### config.mk
export PLATFORM = sky130hd
export DESIGN_NAME = flash_rst_seq
export DESIGN_NICKNAME = d
export VERILOG_FILES = /design/src/rtl/flash_rst_seq.sv
export SDC_FILE = /design/constraint.sdc
export NUM_CORES = 1
export LEC_CHECK = 0
export ABC_AREA = 0
export CELL_PAD_IN_SITES_DETAIL_PLACEMENT = 1
export CELL_PAD_IN_SITES_GLOBAL_PLACEMENT = 2
export CORE_ASPECT_RATIO = 0.75
export CORE_MARGIN = 4
export CORE_UTILIZATION = 37
export CTS_CLUSTER_SIZE = 40
export DETAILED_ROUTE_END_ITERATION = 12
export PLACE_DENSITY_LB_ADDON = 0.1
export SLEW_MARGIN = 20
export SYNTH_ARGS = -nofsm -noshare
export SYNTH_HDL_FRONTEND = slang
export SYNTH_SLANG_ARGS = --single-unit
### constraint.sdc
create_clock -name clk -period 2.8 [get_ports clk]
set_input_delay 0.42 -clock clk [delete_from_list [all_inputs] [get_ports clk]]
set_output_delay 0.42 -clock clk [all_outputs]
set_load 0.01 [all_outputs]
### src/rtl/flash_rst_seq.sv
module flash_rst_seq #(
  parameter int CLK_PS       = 4000,
  parameter int VCS_NS       = 50000,
  parameter int RP_LONG_NS   = 10000,
  parameter int RP_SHORT_NS  = 500,
  parameter int RH_NS        = 50,
  parameter int RDY_LONG_NS  = 20000,
  parameter int RDY_SHORT_NS = 500,
  parameter int WREC_NS      = 50
) (
  input  logic clk,
  input  logic rst_n,
  input  logic pwr_good,
  input  logic sw_rst_req,
  input  logic algo_busy,
  output logic flash_rst_n,
  output logic rd_ok,
  output logic wr_ok
);

  function automatic int cyc(input longint ns);
    longint c;
    c = (ns * 1000 + CLK_PS - 1) / CLK_PS;
    return (c < 1) ? 1 : int'(c);
  endfunction

  function automatic int mx(input int a, input int b);
    return (a > b) ? a : b;
  endfunction

  localparam int N_VCS  = cyc(VCS_NS);
  localparam int N_RPL  = cyc(RP_LONG_NS);
  localparam int N_RPS  = cyc(RP_SHORT_NS);
  localparam int N_RH   = cyc(RH_NS);
  localparam int N_RDYL = cyc(RDY_LONG_NS);
  localparam int N_RDYS = cyc(RDY_SHORT_NS);
  localparam int N_WR   = cyc(WREC_NS);
  localparam int REL_P  = mx(N_RDYS - N_VCS, N_RH);
  localparam int REL_L  = mx(N_RDYL - N_RPL, N_RH);
  localparam int REL_S  = mx(N_RDYS - N_RPS, N_RH);
  localparam int CW     = $clog2(mx(mx(N_VCS, N_RPL), REL_L + N_WR) + 2);

  typedef enum logic [1:0] {S_OFF, S_LOW, S_REC, S_IDLE} st_t;
  typedef enum logic [1:0] {M_PWR, M_SHORT, M_LONG} md_t;

  st_t st;
  md_t md;
  logic [CW-1:0] cnt, len, rel_rd, rel_wr;

  always_comb begin
    case (md)
      M_LONG:  begin len = CW'(N_RPL); rel_rd = CW'(REL_L); end
      M_SHORT: begin len = CW'(N_RPS); rel_rd = CW'(REL_S); end
      default: begin len = CW'(N_VCS); rel_rd = CW'(REL_P); end
    endcase
    rel_wr = rel_rd + CW'(N_WR);
  end

  always_ff @(posedge clk or negedge rst_n) begin
    if (!rst_n) begin
      st  <= S_OFF;
      md  <= M_PWR;
      cnt <= '0;
    end else if (!pwr_good) begin
      st  <= S_OFF;
      cnt <= '0;
    end else begin
      case (st)
        S_OFF: begin
          st  <= S_LOW;
          md  <= M_PWR;
          cnt <= '0;
        end
        S_LOW: begin
          if (cnt == len - 1'b1) begin
            st  <= S_REC;
            cnt <= '0;
          end else cnt <= cnt + 1'b1;
        end
        S_REC: begin
          if (cnt == rel_wr - 1'b1) begin
            st  <= S_IDLE;
            cnt <= '0;
          end else cnt <= cnt + 1'b1;
        end
        default: begin
          if (sw_rst_req) begin
            st  <= S_LOW;
            md  <= algo_busy ? M_LONG : M_SHORT;
            cnt <= '0;
          end
        end
      endcase
    end
  end

  assign flash_rst_n = (st == S_REC) || (st == S_IDLE);
  assign rd_ok       = (st == S_IDLE) || ((st == S_REC) && (cnt >= rel_rd));
  assign wr_ok       = (st == S_IDLE);

endmodule

==> flow_summary_export.csv, run 1 <==
group,metric,value,unit
die,dieArea,4520,um^2
global_route,grt_pass1_wl,6270,um
timing,setup-tns-final,0,ns
pwr,combPwrFrac,0.532,
global_route,grt_max_degree,19,
synthesis,synth_compound_area_frac,0.210,
route,totalWireLength,3720,um
finish,finalInstanceArea,1510,um^2
clock_tree,clock_path_buffers,2,
timing,period_needed,2.71,ns
route,dr.pass1.iters,4,
timing,fmax,0.369,GHz
min_path,hold_class,"reg2reg",
synthesis,synth_top_cell_area_share,0.348,
die,coreArea,3330,um^2
placement,port_buffers,7,
worst_setup_path,rr_worst_depth,11,
timing,slew_headroom,0.401,
worst_setup_path,worstReg2RegStart,"md[0]$_DFFE_PN0P_",
synthesis,ys.flop_type,"dfrtp_1",
synthesis,syn_area,1290,um^2
timing,finalMaxSlewViolations,0,
pwr,switchingPower,0.000473,W
run,cap_viol_max_count,0,
synthesis,avgSynthCellArea,9.11,um^2
clock_tree,clk_pin_slew,0.08,ns
die,io_pins,8,
route,drtIter0Drc,53,
worst_setup_path,critical_path_class,"reg2out",
synthesis,synth_top_family_by_area,"simple AND/OR/NAND/NOR gates",
die,rows,18,
finish,drive_above_1_share,0.137,
placement,hpwl,2700,um
synthesis,synth_nets,160,
placement,gp_congestion,0.829,
clock_tree,numCtsBuffers,3,
route,route.detailed.drc,0,
clock_tree,h-tree-depth,1,
die,start_util,0.388,
timing,post-route-period-util,0.969,
synthesis,synth_area_leader_cell,"dfrtp_1",
worst_setup_path,worstPathRequired,2.38,ns
worst_setup_path,critPathLaunchType,"flop",
clock_tree,clk_latency,0.26,ns
synthesis,syn_inst,142,
clock_tree,numClockSinks,18,
synthesis,synth_fa_ha_area_frac,0.126,
die,die_w,76.3,um
synthesis,synth-edff-count,0,
route,wl_per_cell,19.3,um
timing,worst_pin_slew,0.896,ns
synthesis,synthSimpleGateAreaFrac,0.243,
global_route,overflow,0,
worst_setup_path,worstSetupEndpointType,"output pin",
global_route,antenna_found_initial,0,
timing,grt_setup_unrepaired,"no",
global_route,grt_pass1_vias,1225,
pwr,total_leakage_power,0.643,nW
finish,fillers,387,
timing,skew,0.00498,ns
finish,areaGrowthSynthToFinish,16.7,%
worst_setup_path,rrSetupSlack,0.20,ns
synthesis,synthTopCellsByArea,"dfrtp_1 35%, ha_1 13%, a21oi_1 3.9%, a31oi_1 3.9%, nand2_1 3.8%",
outcome,run_status,"finished, final reports clean",
placement,placed_area,1420,um^2
timing,hold_viol_final,0,
finish,nets,173,
clock_tree,clock-root-buffer,"clkbuf_8",
pwr,p_seq_frac,0.298,
clock_tree,postCtsHoldBufs,0,
route,vias,1162,
worst_setup_path,startpoint,"md[0]$_DFFE_PN0P_",
synthesis,muxShareOfSynthArea,0.00774,
pwr,p_int,0.000658,W
synthesis,yosys_warnings,0,
synthesis,synth_xor_area_frac,0.0135,
worst_setup_path,worstPathArrival,2.29,ns
die,die_h,59.2,um
pwr,power_density,749,nW/um^2
pwr,vdd_drop_max,0.000225,V
synthesis,synth-seq-cells,18,
route,vias_per_cell,6.02,
synthesis,ys_seq_area_frac,0.348,
synthesis,ys_async_sr_fraction,1.00,
timing,finalSetupViolations,0,
pwr,power_frac_clock,0.170,
finish,diodes,0,
synthesis,synth_cell_type_count,42,
worst_setup_path,r2r_end,"cnt[10]$_DFFE_PN0P_",
worst_setup_path,endpoint,"rd_ok",
global_route,grt.total_usage,0.179,
clock_tree,cts_tree,"yes",
worst_setup_path,cp_max_fo,5,
route,ant_nets,0,
pwr,p_sw_frac,0.418,
[power by group through the flow]
stage	Clock [W]	Combinational, W	Sequential (W)
after floorplan	0	0.000370	0.000328
after global placement	0	0.000509	0.000334
after detailed placement	0	0.000540	0.000338
after CTS	0.000195	0.000549	0.000333
after global routing	0.000207	0.000670	0.000340
final	0.000192	0.000602	0.000337
[per-layer routing]
layer	track usage	share of wire	vias up
li1	-	-	562
met1	0.245	0.52	580
met2	0.288	0.45	16
met3	0.0365	0.020	4
met4	0.0543	0.0089	0
met5	0	0	-
[how the worst min path moves through the flow]
stage	depth (start not counted)	startpoint	to	slack, ns
after floorplan	0	rst_n	cnt[0]$_DFFE_PN0P_	0.12
after global placement	2	md[0]$_DFFE_PN0P_	md[0]$_DFFE_PN0P_	0.51
after detailed placement	2	md[0]$_DFFE_PN0P_	md[0]$_DFFE_PN0P_	0.52
after CTS	2	md[0]$_DFFE_PN0P_	md[0]$_DFFE_PN0P_	0.54
after global routing	2	md[0]$_DFFE_PN0P_	md[0]$_DFFE_PN0P_	0.59
final	1	cnt[11]$_DFFE_PN0P_	cnt[11]$_DFFE_PN0P_	0.56
[synth_stat cells (4+ instances only)]
master / n
nand3_1: 9
ha_1: 13
nor2_1: 6
o21ai_0: 5
or2b_1: 4
inv_1: 7
nand2_1: 13
dfrtp_1: 18
and3_1: 7
a31oi_1: 8
a21oi_1: 10
[worst max-delay path, cell delays in order, from the launching register on]
cell           delay (ns)
dfrtp_1              0.39
inv_2                0.06
ha_4                 0.17
inv_2                0.10
ha_4                 0.21
nor2_2               0.09
a21oi_2              0.07
o41ai_2              0.32
nand2b_1             0.09
a21oi_1              0.14
o21ai_0              0.09
dlygate4sd2_1        0.28
[repair_timing]
action | CTS | global route
pin swaps | 0 | 2
buffers inserted | 0 | 1
gates resized for setup | 2 | 8
endpoints found under the setup margin | 1 | 16
[placed cells by master, fill, tap and decap left out, types with 2 or more instances in the layout]
| master | instances |
|---|---|
| a22o_1 | 2 |
| nand3b_1 | 2 |
| a21oi_1 | 9 |
| a31oi_1 | 8 |
| and3_1 | 7 |
| dfrtp_1 | 18 |
| nor3_1 | 3 |
| ha_1 | 11 |
| o21ai_0 | 5 |
| nor2_1 | 5 |
| buf_4 | 7 |
| clkbuf_8 | 3 |
| nand2_1 | 13 |
| nand3_1 | 9 |
| inv_2 | 2 |
| o221ai_1 | 2 |
| a21oi_2 | 2 |
| ha_4 | 2 |
| clkdlybuf4s50_1 | 6 |
| a41oi_1 | 3 |
| or2b_1 | 4 |
| inv_1 | 5 |
| nand2b_1 | 2 |
[logic make-up after synthesis]
group / count (synthesis)
flip-flops: 18
buffers and inverters: 13
multiplexers: 1
adder cells (fa/ha/maj): 13
AO/OA/AOI/OAI: 39
AND/OR/NAND/NOR: 56
XOR/XNOR: 2
[layout make-up]
| type | count | area (um^2) | area share |
|---|---|---|---|
| multi-input cells | 111 | 821 | 0.543 |
| inverters | 7 | 26.3 | 0.0174 |
| repair buffers | 14 | 121 | 0.0804 |
| well taps | 40 | 50.0 | 0.0331 |
| flip-flops and latches | 18 | 450 | 0.298 |
| clock buffers | 3 | 41.3 | 0.0273 |
[through the flow]
step / power, W / util / hold slack [ns] / cells / setup WS, ns
final: 0.00113 / 0.453 / 0.555 / 193 / 0.0878
after global routing: 0.00122 / 0.453 / 0.588 / 193 / 0.0140
after CTS: 0.00108 / 0.440 / 0.544 / 192 / 0.00296
after detailed placement: 0.000879 / 0.425 / 0.524 / 189 / 0.0335
after global placement: 0.000843 / 0.425 / 0.511 / 189 / 0.114
after floorplan: 0.000698 / - / 0.124 / 142 / 0.409
[flip-flops by register name (all words and copies together), names as in the netlist]
name,count
cnt,14
md,2
st,2
Power figures use the tool's default switching activity.
==> inputs of run 2 (changes only) <==
CORE_UTILIZATION = 39   (was 37)
clock period = 3.3 ns   (was 2.8 ns; I/O delays follow)
==> run 2 against run 1 <==
Global-route usage rose by 0.54 points. Utilization grew 1.5 points. Critical path depth is the same. Non-clock buffer count shrank 7. Critical endpoint unchanged. Largest cell class unchanged. Largest power group unchanged.
==> flow_summary_export.csv, run 2 (same netlist as run 1, synthesis figures left out) <==
group,metric,value,unit
die,die_w,74.5,um
route,drtIter0Drc,53,
clock_tree,clk_pin_slew,0.08,ns
finish,diodes,0,
die,io_pins,8,
worst_setup_path,rrSetupSlack,0.42,ns
worst_setup_path,critical_path_class,"reg2out",
global_route,antenna_found_initial,0,
clock_tree,cts_tree,"yes",
clock_tree,clk_latency,0.26,ns
pwr,p_int,0.000522,W
die,die_h,57.9,um
timing,post-route-period-util,0.952,
min_path,min_from,"cnt[11]$_DFFE_PN0P_",
min_path,holdPathStages,1,
finish,nets,166,
route,wl_per_cell,18.6,um
die,start_util,0.422,
worst_setup_path,critPathLaunchType,"flop",
timing,finalSetupViolations,0,
pwr,power_frac_clock,0.212,
placement,hpwl,2540,um
route,dr.pass1.iters,4,
pwr,power_density,615,nW/um^2
route,top_layer,"met4",
route,route.detailed.drc,0,
global_route,grt_max_degree,25,
pwr,switchingPower,0.000360,W
pwr,p_seq_frac,0.327,
route,vias,1103,
pwr,total_leakage_power,0.605,nW
worst_setup_path,r2r_end,"cnt[13]$_DFFE_PN0P_",
finish,finalInstanceArea,1430,um^2
clock_tree,post_cts_buffers,0,
global_route,grt_pass1_vias,1155,
placement,port_buffers,7,
finish,areaGrowthSynthToFinish,10.7,%
outcome,run_status,"finished, final reports clean",
finish,final_util,0.468,
run,cap_viol_max_count,0,
pwr,vdd_drop_max,0.000212,V
finish,most-common-layout-cells,"18 x dfrtp_1, 13 x nand2_1, 13 x ha_1, 10 x a21oi_1, 9 x nand3_1",
timing,slew_headroom,0.375,
route,ant_nets,0,
worst_setup_path,cp_max_fo,5,
pwr,p_sw_frac,0.408,
timing,setup-tns-final,0,ns
route,wl_met1,1770,um
finish,layout_commonest_cell,"dfrtp_1",
route,met2_length,1540,um
timing,hold_viol_final,0,
clock_tree,clock-root-buffer,"clkbuf_8",
clock_tree,clock_path_buffers,2,
die,dieArea,4310,um^2
timing,skew,0.00463,ns
finish,largest_reg_flops,14,
route,totalWireLength,3440,um
worst_setup_path,worstSetupEndpointType,"output pin",
global_route,overflow,0,
route,vias_per_cell,5.96,
placement,gp_congestion,0.845,
clock_tree,numClockSinks,18,
worst_setup_path,worstReg2RegStart,"md[0]$_DFFE_PN0P_",
timing,fmax,0.318,GHz
finish,largest_register,"cnt",
clock_tree,numCtsBuffers,3,
worst_setup_path,worstPathArrival,2.65,ns
worst_setup_path,rr_worst_depth,10,
worst_setup_path,worstPathRequired,2.80,ns
route,route.met3.wl,113,um
timing,finalMaxSlewViolations,0,
timing,period_needed,3.14,ns
global_route,grt_pass1_wl,6040,um
pwr,combPwrFrac,0.460,
clock_tree,h-tree-depth,1,
global_route,grt.total_usage,0.184,
min_path,hold-path-endpoint,"cnt[11]$_DFFE_PN0P_",
die,coreArea,3060,um^2
min_path,hold_class,"reg2reg",
finish,top_regs,"cnt (14), md (2), st (2)",
timing,worst_pin_slew,0.938,ns
timing,holdWs,0.542,ns
finish,drive_above_1_share,0.0612,
die,rows,17,
placement,placed_area,1370,um^2
[run 2: changes by cell type in the layout (fill, tap and decap cells not counted), sizes merged]
cell,delta
buf,-7
clkbuf,+1
clkdlybuf4s50,+1
dlygate4sd2,-1
[run 2: cell type report]
class	count	area (um^2)
fillers	364	1630
multi-input cells	111	783
flip-flops and latches	18	450
repair buffers	7	70.1
clock buffers	4	55.1
well taps	38	47.5
inverters	7	26.3
[run 2: worst max path at each step]
stage | start | to | slack (ns) | depth (start not counted)
after CTS | md[0]$_DFFE_PN0P_ | rd_ok | 0.0003 | 11
after global routing | md[0]$_DFFE_PN0P_ | rd_ok | -0.02 | 11
after global placement | md[0]$_DFFE_PN0P_ | rd_ok | 0.46 | 11
after floorplan | md[0]$_DFFE_PN0P_ | cnt[13]$_DFFE_PN0P_ | 0.91 | 10
final | md[0]$_DFFE_PN0P_ | rd_ok | 0.16 | 11
after detailed placement | md[0]$_DFFE_PN0P_ | rd_ok | 0.34 | 11
[run 2: layer usage]
metal / track usage / up-vias
li1: - / 545
met1: 0.270 / 544
met2: 0.277 / 12
met3: 0.0468 / 2
met4: 0.0279 / 0
met5: 0 / -
[run 2: power groups by stage]
stage / Sequential (W) / Combinational, W / Clock, W
2_1_floorplan: 0.000278 / 0.000314 / 0
3_3_place_gp: 0.000290 / 0.000384 / 0
3_5_place_dp: 0.000292 / 0.000400 / 0
4_1_cts: 0.000288 / 0.000405 / 0.000196
5_1_grt: 0.000295 / 0.000465 / 0.000206
6_report: 0.000289 / 0.000406 / 0.000187
[run 2: worst max-delay path, cell delays in order (launching register included)]
cell and delay (ns):
dfrtp_1 0.41, inv_1 0.07, ha_1 0.21, inv_2 0.09
ha_1 0.29, nor2_1 0.11, a21oi_1 0.10, o41ai_2 0.25
nand2b_1 0.10, a21oi_1 0.17, o21ai_0 0.10, clkdlybuf4s50_1 0.48
[run 2: what timing repair did]
item,CTS,global route
endpoints found under the setup margin,0,1
resized for setup,0,2
hold buffers,0,0
[run 2: through the flow]
stage,instances,power (W),setup slack (ns)
3_5_place_dp,181,0.000692,0.340
3_3_place_gp,181,0.000674,0.463
5_1_grt,185,0.000966,-0.0208
2_1_floorplan,142,0.000592,0.909
6_report,185,0.000881,0.157
4_1_cts,185,0.000889,0.000316
